`src/rtl/abr_pkg.sv`:
```
package abr_pkg;
  localparam logic [7:0] CH_UP    = 8'h77;
  localparam logic [7:0] CH_DOWN  = 8'h73;
  localparam logic [7:0] CH_LEFT  = 8'h61;
  localparam logic [7:0] CH_RIGHT = 8'h64;
  localparam logic [7:0] CH_ZIN   = 8'h2B;
  localparam logic [7:0] CH_ZOUT  = 8'h2D;

  typedef enum logic {MS_IDLE, MS_RUN} meas_st_e;
  typedef enum logic [1:0] {RX_IDLE, RX_START, RX_DATA, RX_STOP} rx_st_e;

  typedef struct packed {
    logic zoom_out;
    logic zoom_in;
    logic right;
    logic left;
    logic down;
    logic up;
  } cmd_t;
endpackage

```
`src/rtl/abr_measure.sv`:
```
module abr_measure import abr_pkg::*; #(
  parameter int CNT_W     = 16,
  parameter int LOCK_RUNS = 6
) (
  input  logic             clk_i,
  input  logic             rst_ni,
  input  logic             line_i,
  output logic             locked_o,
  output logic [CNT_W-1:0] period_o
);
  localparam int HIT_W  = $clog2(LOCK_RUNS + 1);
  localparam int EDGE_W = 5;
  localparam int LIM_W  = CNT_W + 4;

  meas_st_e          st_q;
  logic              line_q;
  logic [CNT_W-1:0]  run_q, min_q, prev_min_q;
  logic [EDGE_W-1:0] edges_q, prev_edges_q;
  logic [HIT_W-1:0]  hits_q, hits_nx;

  logic             edge_w, run_sat, ch_end, match;
  logic [LIM_W-1:0] end_lim, min_ext;
  logic [CNT_W-1:0] diff;

  assign edge_w  = line_i ^ line_q;
  assign run_sat = &run_q;
  assign min_ext = LIM_W'(min_q);
  // frame over once the line has stayed high for 11 measured periods
  assign end_lim = (min_ext << 3) + (min_ext << 1) + min_ext;
  assign ch_end  = (st_q == MS_RUN) && line_i && !edge_w &&
                   ((LIM_W'(run_q) >= end_lim) || run_sat);
  assign diff    = (min_q > prev_min_q) ? min_q - prev_min_q : prev_min_q - min_q;
  assign match   = (edges_q == prev_edges_q) && (diff <= (prev_min_q >> 3));
  assign hits_nx = (hits_q != '0 && match) ? hits_q + 1'b1 : HIT_W'(1);

  always_ff @(posedge clk_i or negedge rst_ni) begin
    if (!rst_ni) begin
      st_q         <= MS_IDLE;
      line_q       <= 1'b1;
      run_q        <= '0;
      min_q        <= '1;
      prev_min_q   <= '1;
      edges_q      <= '0;
      prev_edges_q <= '0;
      hits_q       <= '0;
      locked_o     <= 1'b0;
      period_o     <= '0;
    end else begin
      line_q <= line_i;
      case (st_q)
        MS_IDLE: begin
          if (!locked_o && edge_w && !line_i) begin
            st_q    <= MS_RUN;
            run_q   <= CNT_W'(1);
            min_q   <= '1;
            edges_q <= '0;
          end
        end
        default: begin
          if (ch_end) begin
            st_q         <= MS_IDLE;
            prev_min_q   <= min_q;
            prev_edges_q <= edges_q;
            hits_q       <= hits_nx;
            if (hits_nx == HIT_W'(LOCK_RUNS)) begin
              locked_o <= 1'b1;
              period_o <= min_q;
            end
          end else if (edge_w) begin
            if (run_q < min_q) min_q <= run_q;
            if (!(&edges_q)) edges_q <= edges_q + 1'b1;
            run_q <= CNT_W'(1);
          end else if (!run_sat) begin
            run_q <= run_q + 1'b1;
          end
        end
      endcase
    end
  end
endmodule

```
`src/rtl/abr_rx.sv`:
```
module abr_rx import abr_pkg::*; #(
  parameter int CNT_W = 16
) (
  input  logic             clk_i,
  input  logic             rst_ni,
  input  logic             en_i,
  input  logic             line_i,
  input  logic [CNT_W-1:0] period_i,
  output logic             valid_o,
  output logic [7:0]       data_o
);
  rx_st_e           st_q;
  logic             line_q;
  logic [CNT_W-1:0] cnt_q;
  logic [2:0]       bit_q;
  logic [7:0]       sh_q;
  logic             tick;

  assign tick = (cnt_q <= CNT_W'(1));

  always_ff @(posedge clk_i or negedge rst_ni) begin
    if (!rst_ni) begin
      st_q    <= RX_IDLE;
      line_q  <= 1'b1;
      cnt_q   <= '0;
      bit_q   <= '0;
      sh_q    <= '0;
      valid_o <= 1'b0;
      data_o  <= '0;
    end else begin
      line_q  <= line_i;
      valid_o <= 1'b0;
      if (!tick) cnt_q <= cnt_q - 1'b1;
      case (st_q)
        RX_IDLE: if (en_i && line_q && !line_i) begin
          st_q  <= RX_START;
          cnt_q <= period_i >> 1;
        end
        RX_START: if (tick) begin
          if (line_i) st_q <= RX_IDLE;  // glitch, re-sync
          else begin
            st_q  <= RX_DATA;
            cnt_q <= period_i;
            bit_q <= '0;
          end
        end
        RX_DATA: if (tick) begin
          sh_q  <= {line_i, sh_q[7:1]};
          bit_q <= bit_q + 1'b1;
          cnt_q <= period_i;
          if (bit_q == 3'd7) st_q <= RX_STOP;
        end
        default: if (tick) begin
          st_q <= RX_IDLE;
          if (line_i) begin
            valid_o <= 1'b1;
            data_o  <= sh_q;
          end
        end
      endcase
    end
  end
endmodule

```
`src/rtl/abr_tx.sv`:
```
module abr_tx #(
  parameter int CNT_W = 16
) (
  input  logic             clk_i,
  input  logic             rst_ni,
  input  logic             send_i,
  input  logic [7:0]       data_i,
  input  logic [CNT_W-1:0] period_i,
  output logic             tx_o
);
  logic             busy_q;
  logic [8:0]       sh_q;
  logic [3:0]       left_q;
  logic [CNT_W-1:0] cnt_q;

  always_ff @(posedge clk_i or negedge rst_ni) begin
    if (!rst_ni) begin
      busy_q <= 1'b0;
      sh_q   <= '1;
      left_q <= '0;
      cnt_q  <= '0;
      tx_o   <= 1'b1;
    end else if (!busy_q) begin
      if (send_i) begin
        busy_q <= 1'b1;
        sh_q   <= {1'b1, data_i};
        left_q <= 4'd9;
        cnt_q  <= period_i;
        tx_o   <= 1'b0;
      end
    end else if (cnt_q <= CNT_W'(1)) begin
      cnt_q <= period_i;
      if (left_q == '0) busy_q <= 1'b0;
      else begin
        tx_o   <= sh_q[0];
        sh_q   <= {1'b1, sh_q[8:1]};
        left_q <= left_q - 1'b1;
      end
    end else begin
      cnt_q <= cnt_q - 1'b1;
    end
  end
endmodule

```
`src/rtl/abr_cmd_dec.sv`:
```
module abr_cmd_dec import abr_pkg::*; (
  input  logic       clk_i,
  input  logic       rst_ni,
  input  logic       valid_i,
  input  logic [7:0] char_i,
  output cmd_t       cmd_o
);
  always_ff @(posedge clk_i or negedge rst_ni) begin
    if (!rst_ni) cmd_o <= '0;
    else begin
      cmd_o <= '0;
      if (valid_i) begin
        case (char_i)
          CH_UP:    cmd_o.up       <= 1'b1;
          CH_DOWN:  cmd_o.down     <= 1'b1;
          CH_LEFT:  cmd_o.left     <= 1'b1;
          CH_RIGHT: cmd_o.right    <= 1'b1;
          CH_ZIN:   cmd_o.zoom_in  <= 1'b1;
          CH_ZOUT:  cmd_o.zoom_out <= 1'b1;
          default:  ;
        endcase
      end
    end
  end
endmodule

```
`src/rtl/autobaud_cmd_rx.sv`:
```
module autobaud_cmd_rx import abr_pkg::*; #(
  parameter int CNT_W     = 16,
  parameter int LOCK_RUNS = 6
) (
  input  logic       clk_i,
  input  logic       rst_ni,
  input  logic       rx_i,
  input  logic       src_sel_i,
  input  logic       alt_valid_i,
  input  logic [7:0] alt_cmd_i,
  output logic       tx_o,
  output logic       locked_o,
  output logic [3:0] pan_o,
  output logic [1:0] zoom_o
);
  logic [1:0]       sync_q;
  logic             line_s;
  logic [CNT_W-1:0] period;
  logic             rx_valid, sel_valid;
  logic [7:0]       rx_data, sel_char;
  cmd_t             cmd;

  always_ff @(posedge clk_i or negedge rst_ni) begin
    if (!rst_ni) sync_q <= 2'b11;
    else         sync_q <= {sync_q[0], rx_i};
  end
  assign line_s = sync_q[1];

  abr_measure #(.CNT_W(CNT_W), .LOCK_RUNS(LOCK_RUNS)) u_meas (
    .clk_i, .rst_ni, .line_i(line_s), .locked_o, .period_o(period)
  );

  abr_rx #(.CNT_W(CNT_W)) u_rx (
    .clk_i, .rst_ni, .en_i(locked_o), .line_i(line_s), .period_i(period),
    .valid_o(rx_valid), .data_o(rx_data)
  );

  abr_tx #(.CNT_W(CNT_W)) u_tx (
    .clk_i, .rst_ni, .send_i(rx_valid), .data_i(rx_data), .period_i(period), .tx_o
  );

  // switch, never merge, the two command sources
  assign sel_valid = src_sel_i ? alt_valid_i : rx_valid;
  assign sel_char  = src_sel_i ? alt_cmd_i   : rx_data;

  abr_cmd_dec u_dec (
    .clk_i, .rst_ni, .valid_i(sel_valid), .char_i(sel_char), .cmd_o(cmd)
  );

  assign pan_o  = {cmd.right, cmd.left, cmd.down, cmd.up};
  assign zoom_o = {cmd.zoom_out, cmd.zoom_in};
endmodule

```
`config.mk`:
```
export PLATFORM = sky130hd
export DESIGN_NAME = autobaud_cmd_rx
export DESIGN_NICKNAME = d
export VERILOG_FILES = /design/src/rtl/abr_pkg.sv /design/src/rtl/abr_measure.sv /design/src/rtl/abr_rx.sv /design/src/rtl/abr_tx.sv /design/src/rtl/abr_cmd_dec.sv /design/src/rtl/autobaud_cmd_rx.sv
export SDC_FILE = /design/constraint.sdc
export NUM_CORES = 1
export LEC_CHECK = 0
export BUFFER_PORTS_ARGS = -buffer_cell sky130_fd_sc_hd__buf_4
export CAP_MARGIN = 15
export CORE_MARGIN = 5
export CORE_UTILIZATION = 65
export CTS_CLUSTER_SIZE = 28
export DETAILED_ROUTE_END_ITERATION = 8
export PLACE_DENSITY = 0.82
export RECOVER_POWER = 25
export SETUP_SLACK_MARGIN = 0.3
export SLEW_MARGIN = 10
export SYNTH_ARGS = -nofsm -noshare
export SYNTH_HDL_FRONTEND = slang
export SYNTH_SLANG_ARGS = --single-unit
```
`constraint.sdc`:
```
create_clock -name clk_i -period 10.5 [get_ports clk_i]
set_input_delay 0 -clock clk_i [delete_from_list [all_inputs] [get_ports clk_i]]
set_output_delay 0 -clock clk_i [all_outputs]
set_load 0.01 [all_outputs]
```
# Yosys cells after proc, flatten, opt, wreduce, memory -nomap -nowiden
# Index checks and enable logic that the tools add are counted.
# word_totals
out_inout_bits	8
ff_bits	157
wordCells	171
# classes
reduce_logical	33
muxes	68
addsub	11
eq_ne	23
bitwise	2
magnitude_cmp	6
# ops
cell	count
$mux 16	19
$pmux 16 s3	1
$mux 9	4
$eq 8x7->1 const B	4
$le 16x1->1 const B	2
$sub 16x1->16 const B	2
$sub 16x16->16	2
$mux 5	5
$mux 1	21
$add 19x17->20	1
$add 20x16->20	1
$ge 16x20->1	1
$add 16x1->16 const B	1
$eq 8x6->1 const B	2
$gt 16x16->1	1
$le 16x13->1	1
$lt 16x16->1	1
$mux 4	4
$reduce_and 16->1	1
$ne 2x2->1 const B	7
$mux 2	6
$mux 3	4
$reduce_and 3->1	4
$reduce_and 4->1	3
other kinds (25)	45

# Logic depth before layout (Yosys ltp)
# depth
depth_word	8
ltp_mapped	26
depth_no_buf	23

# By module
# Synthesis repeated with hierarchy kept, for this count alone.
# hier_totals
cells_unflattened	1217
hier_area_um2	11811.3
# by_module_without_submodules
mod	seq_area_each_um2	n_inst	area_each_um2	cells_each
abr_measure	2043.2	1	7273.2	791
abr_rx	977.2	1	2107.0	183
abr_tx	762.0	1	1971.9	211
abr_cmd_dec	150.1	1	260.2	20
autobaud_cmd_rx	52.6	1	198.9	12

# Least setup slack after synthesis
# Ideal clock, no wire load.
# synth_timing
kind	register to register
start	reg u_meas.prev_min_q[0]
end	reg u_meas.period_o[10]
required_ns	10.375
n_path_buf	2
path_slack_ns	5.083
path_stages_with_launch	24
setup_ns	0.125
arrival_time_ns	5.292
cell_sequence	dfstp_2 > ha_1 > inv_1 > fa_1 > a211oi_1 > o211ai_1 > and2_1 > a221oi_2 > or2_1 > buf_6 > mux2i_1 > o21ai_0 > xor2_1 > ha_1 > a21o_1 > a221o_1 > a221o_1 > nor3_2 > o2111ai_2 > nor4_1 > a21oi_2 > nor3_4 > buf_12 > mux2_4
# synth_between
elab_chain_len	8
# synth_rtl
element	line	rtl
from (decl)	abr_measure.sv:17	logic [CNT_W-1:0] run_q, min_q, prev_min_q;
from (signal assigned)	abr_measure.sv:62	prev_min_q <= min_q;
$sub 16x16->16 / $gt 16x16->1 (equally long branches)	abr_measure.sv:32	assign diff = (min_q > prev_min_q) ? min_q - prev_min_q : prev_min_q - min_q;
$mux 16 (*)	abr_measure.sv:32	
$le 16x13->1 (*)	abr_measure.sv:33	assign match = (edges_q == prev_edges_q) && (diff <= (prev_min_q >> 3));
$logic_and 1x1->1 (*)	abr_measure.sv:33	
$logic_and 1x1->1 (*)	abr_measure.sv:34	assign hits_nx = (hits_q != '0 && match) ? hits_q + 1'b1 : HIT_W'(1);
$mux 3 (*)	abr_measure.sv:34	
$eq 3x3->1 (*)	abr_measure.sv:65	if (hits_nx == HIT_W'(LOCK_RUNS)) begin
$reduce_and 3->1 (no source line) (*)	n/a	
to (signal assigned)	abr_measure.sv:67	period_o <= min_q;
to (decl)	abr_measure.sv:9	output logic [CNT_W-1:0] period_o
# Mark *: on every way between the ends. The rest lies on a longest branch, timed or not.
# A chain may end at the register's enable or synchronous reset.

# Final worst setup path
# layout_timing
start	reg u_meas.prev_min_q[12]
end	reg u_meas.period_o[6]
# layout_between
elab_chain_len	8
# layout_rtl
element	line
$sub 16x16->16 / $gt 16x16->1 (equally long branches)	abr_measure.sv:32
$mux 16	abr_measure.sv:32
$le 16x13->1 (*)	abr_measure.sv:33
$logic_and 1x1->1 (*)	abr_measure.sv:33
$logic_and 1x1->1 (*)	abr_measure.sv:34
$mux 3 (*)	abr_measure.sv:34
$eq 3x3->1 (*)	abr_measure.sv:65
$reduce_and 3->1 (no source line) (*)	n/a
# Marked as above.

==> metrics <==
hpwl dp=20300 um; Post-CTS Setup Bufs=0; CP max FO=17; initial core utilization=0.6599; die width=142.3 um; First DRT Iteration DRCs=764; CTS max path bufs=2; worst hold path class=primary input to flop; M3 GR Usage=0.05276; Area Growth Syn to Fin=8.195%; detailed-route wire length per cell=19.13 um; RSZ-0062 raised after global routing=false; Setup CP Type=flop to flop; Die Y-Extent=142.3 um; Worst Path Required=10.82 ns; Slew headroom=-2.182; TritonRoute pass-1 iters=5; ANT cells=0; initial antenna violation count=0; CP endpoint kind=flop; DIE AREA=0.02025 mm2; met1 GRT Util=0.4160; TritonCTS buffer count=17; main area contributors after synthesis=dfrtp_1, ha_1, dfstp_2; Post-synth EDFFs=0; CP Data Arrival Time=7.19 ns; Design Area, Final=0.01231 mm2; count of cell types in the netlist=88; residual DRC count=0; min Tclk post-route=6.874 ns; layout cells sized above 1=0.1256; busiest grt layer=met2; largest net degree at the start of global routing=91; first-pass GRT wire length=47290 um; IO Port Bufs=20; gr ovfl total=0; root buffer cell=clkbuf_16; drt total wl=28360 um; most numerous cell in the Yosys netlist=o21ai_0; Worst Setup Slack, final=3.626 ns; I/O Pins=21; sequential area share after synthesis=0.3480; max frequency=145.5 MHz; row cnt=48; final net count=1380; synthesized area=0.01137 mm2; fin. max-slew vios=91; CP max-delay cell=nor3_4; H-tree levels=4; core footprint=0.01724 mm2; Period Utilization, post-route=0.6546; met2 GRT Util=0.4489; top_reg_cell synth=dfrtp_1; asr flop ratio synth=1.000; Worst-Margin Slew=4.774 ns; GRT Overall Usage=0.2920; Peak VDD IR=0.1552 mV; clock skew=0.01099 ns; synth cell count leaders=o21ai_0, nand2_1, dfrtp_1; Post-DRT Antenna Nets=0; Max-cap violations=1; Vias/cell=6.417; GPL Wtd Cong=0.9283; status=complete, but fails checks; Setup TNS=0 ns; vias in the first global route=9141; CP startpoint kind=flop; FF+latch count, synth=156; via count=9517; Power Density=174.6 mW/mm2; failing checks=capacitance limit, slew limit; pre-CTS setup slack=3.723 ns; Yosys Warn Count=0; cts repair resizes=0; syn_area_per_cell=9.166 um2; final setup vio count=0; Post-CTS Hold Buffers=13; clk_lat worst skew=0.44 ns; largest area contributor in the netlist=dfrtp_1; Mapped Nets=1376; Sink Count=156; max incr delay on CP=0.89 ns; Static Leak=0.005557 uW; Area after DPL=0.01158 mm2; Mapped Cells=1241; WHS=0.04098 ns; Hold Fails Final Rpt=0; total power=2148 uW; critical path, cell by cell=inv_1 -> ha_1 -> nand4_4 -> or3_4 -> nor4_1 -> or2_1 -> mux2i_1 -> o21ai_0 -> xor2_1 -> ha_1 -> a21o_1 -> a221o_1 -> a221o_1 -> nor3_2 -> o2111ai_2 -> nor4_1 -> a21oi_2 -> nor3_4 -> mux2_2; CTS tree=built; Synth top area share=0.2464; Clock Pin Slew Worst Setup and Hold Paths=0.07 ns
report_power, final:
part           leakage, uW  switching, uW  internal [uW]
Clock             0.000291            273            351
Sequential         0.00200           64.8            637
Combinational      0.00326            474            348
Total              0.00556            812           1340
metal layers:
metal	routed length, um	up-vias
li1	-	4513
met1	12810	4597
met2	13050	339
met3	1646	68
met4	853	0
met5	0	-
path summary, 6_finish.rpt:
check / start / cells after the start / slack (ns) / end
hold / removal: alt_cmd_i[4] / 5 / 0.04 / u_dec.cmd_o[0]$_DFF_PN0_
setup reg to reg: u_meas.prev_min_q[12]$_DFFE_PN1P_ / 19 / 3.63 / u_meas.period_o[6]$_DFFE_PN0P_
hold reg to reg: sync_q[0]$_DFF_PN1_ / 0 / 0.36 / sync_q[1]$_DFF_PN1_
min in group asynchronous: rst_ni / 2 / 1.82 / u_meas.hits_q[2]$_DFFE_PN0P_
setup / recovery: u_meas.prev_min_q[12]$_DFFE_PN1P_ / 19 / 3.63 / u_meas.period_o[6]$_DFFE_PN0P_
max in group asynchronous: rst_ni / 3 / 5.95 / u_rx.data_o[7]$_DFFE_PN0P_
cells by family after synthesis:
group                      after synthesis  share of synthesized area
DFF                                    156                     0.3480
buffers and inverters                  117                    0.04356
adders and majority gates              122                     0.1448
muxes                                   58                    0.05775
xor gates and xnor gates                49                    0.03773
and+or+nand+nor                        367                     0.1613
AOI/OAI and AO/OA                      372                     0.2069
worst max-delay path, delay by kind of cell (launching register included):
kind,cells,cell delay (ns)
muxes,2,0.65
DFF,1,0.53
and+or+nand+nor,7,3.11
buffers and inverters,1,0.07
adders and majority gates,2,0.78
xor gates and xnor gates,1,0.19
AOI/OAI and AO/OA,6,1.43
per-stage QoR:
step / utilization / instances
2_1_floorplan: - / 1241
3_3_place_gp: 0.6719 / 1437
3_5_place_dp: 0.6719 / 1437
4_1_cts: 0.7140 / 1482
5_1_grt: 0.7140 / 1483
6_report: 0.7140 / 1483
sequential cells by signal, summed over array words and instances, names as in the netlist, 2 cells and up:
name                 cells
u_tx.cnt_q              16
u_meas.edges_q           5
u_rx.bit_q               3
u_rx.data_o              8
u_tx.left_q              4
u_meas.run_q            16
u_dec.cmd_o              6
u_meas.min_q            16
u_meas.prev_min_q       16
u_meas.hits_q            3
sync_q                   2
u_rx.cnt_q              16
u_rx.sh_q                8
u_rx.st_q                2
u_meas.period_o         16
u_tx.sh_q                8
u_meas.prev_edges_q      5
final cells by class:
cell class | count | area, um2
clock inverters | 12 | 128.9
inverters | 65 | 244.0
well taps | 225 | 281.5
clock buffers | 20 | 466.7
repair buffers | 37 | 306.5
multi-input cells | 968 | 6920
flip-flops and latches | 156 | 3959
fillers | 1322 | 4930
cell usage in the layout, fill, tap and decap left out, drive strengths merged, types with 9 or more instances in the layout:
master / instances
buf: 22
nor3: 22
a22oi: 9
mux2: 37
o31ai: 11
nand2: 124
xnor2: 24
mux2i: 21
nor2: 87
o22a: 18
and3: 9
o21a: 9
inv: 69
dlygate4sd3: 13
fa: 16
a211oi: 11
a21o: 14
dfstp: 44
and2: 9
nor4: 16
xor2: 25
clkbuf: 22
nand3: 28
nand2b: 11
o211ai: 11
ha: 106
a21oi: 93
nor2b: 11
dfrtp: 112
o21ai: 131
nand4: 16
No activity file was read; power rests on OpenSTA's default activity.
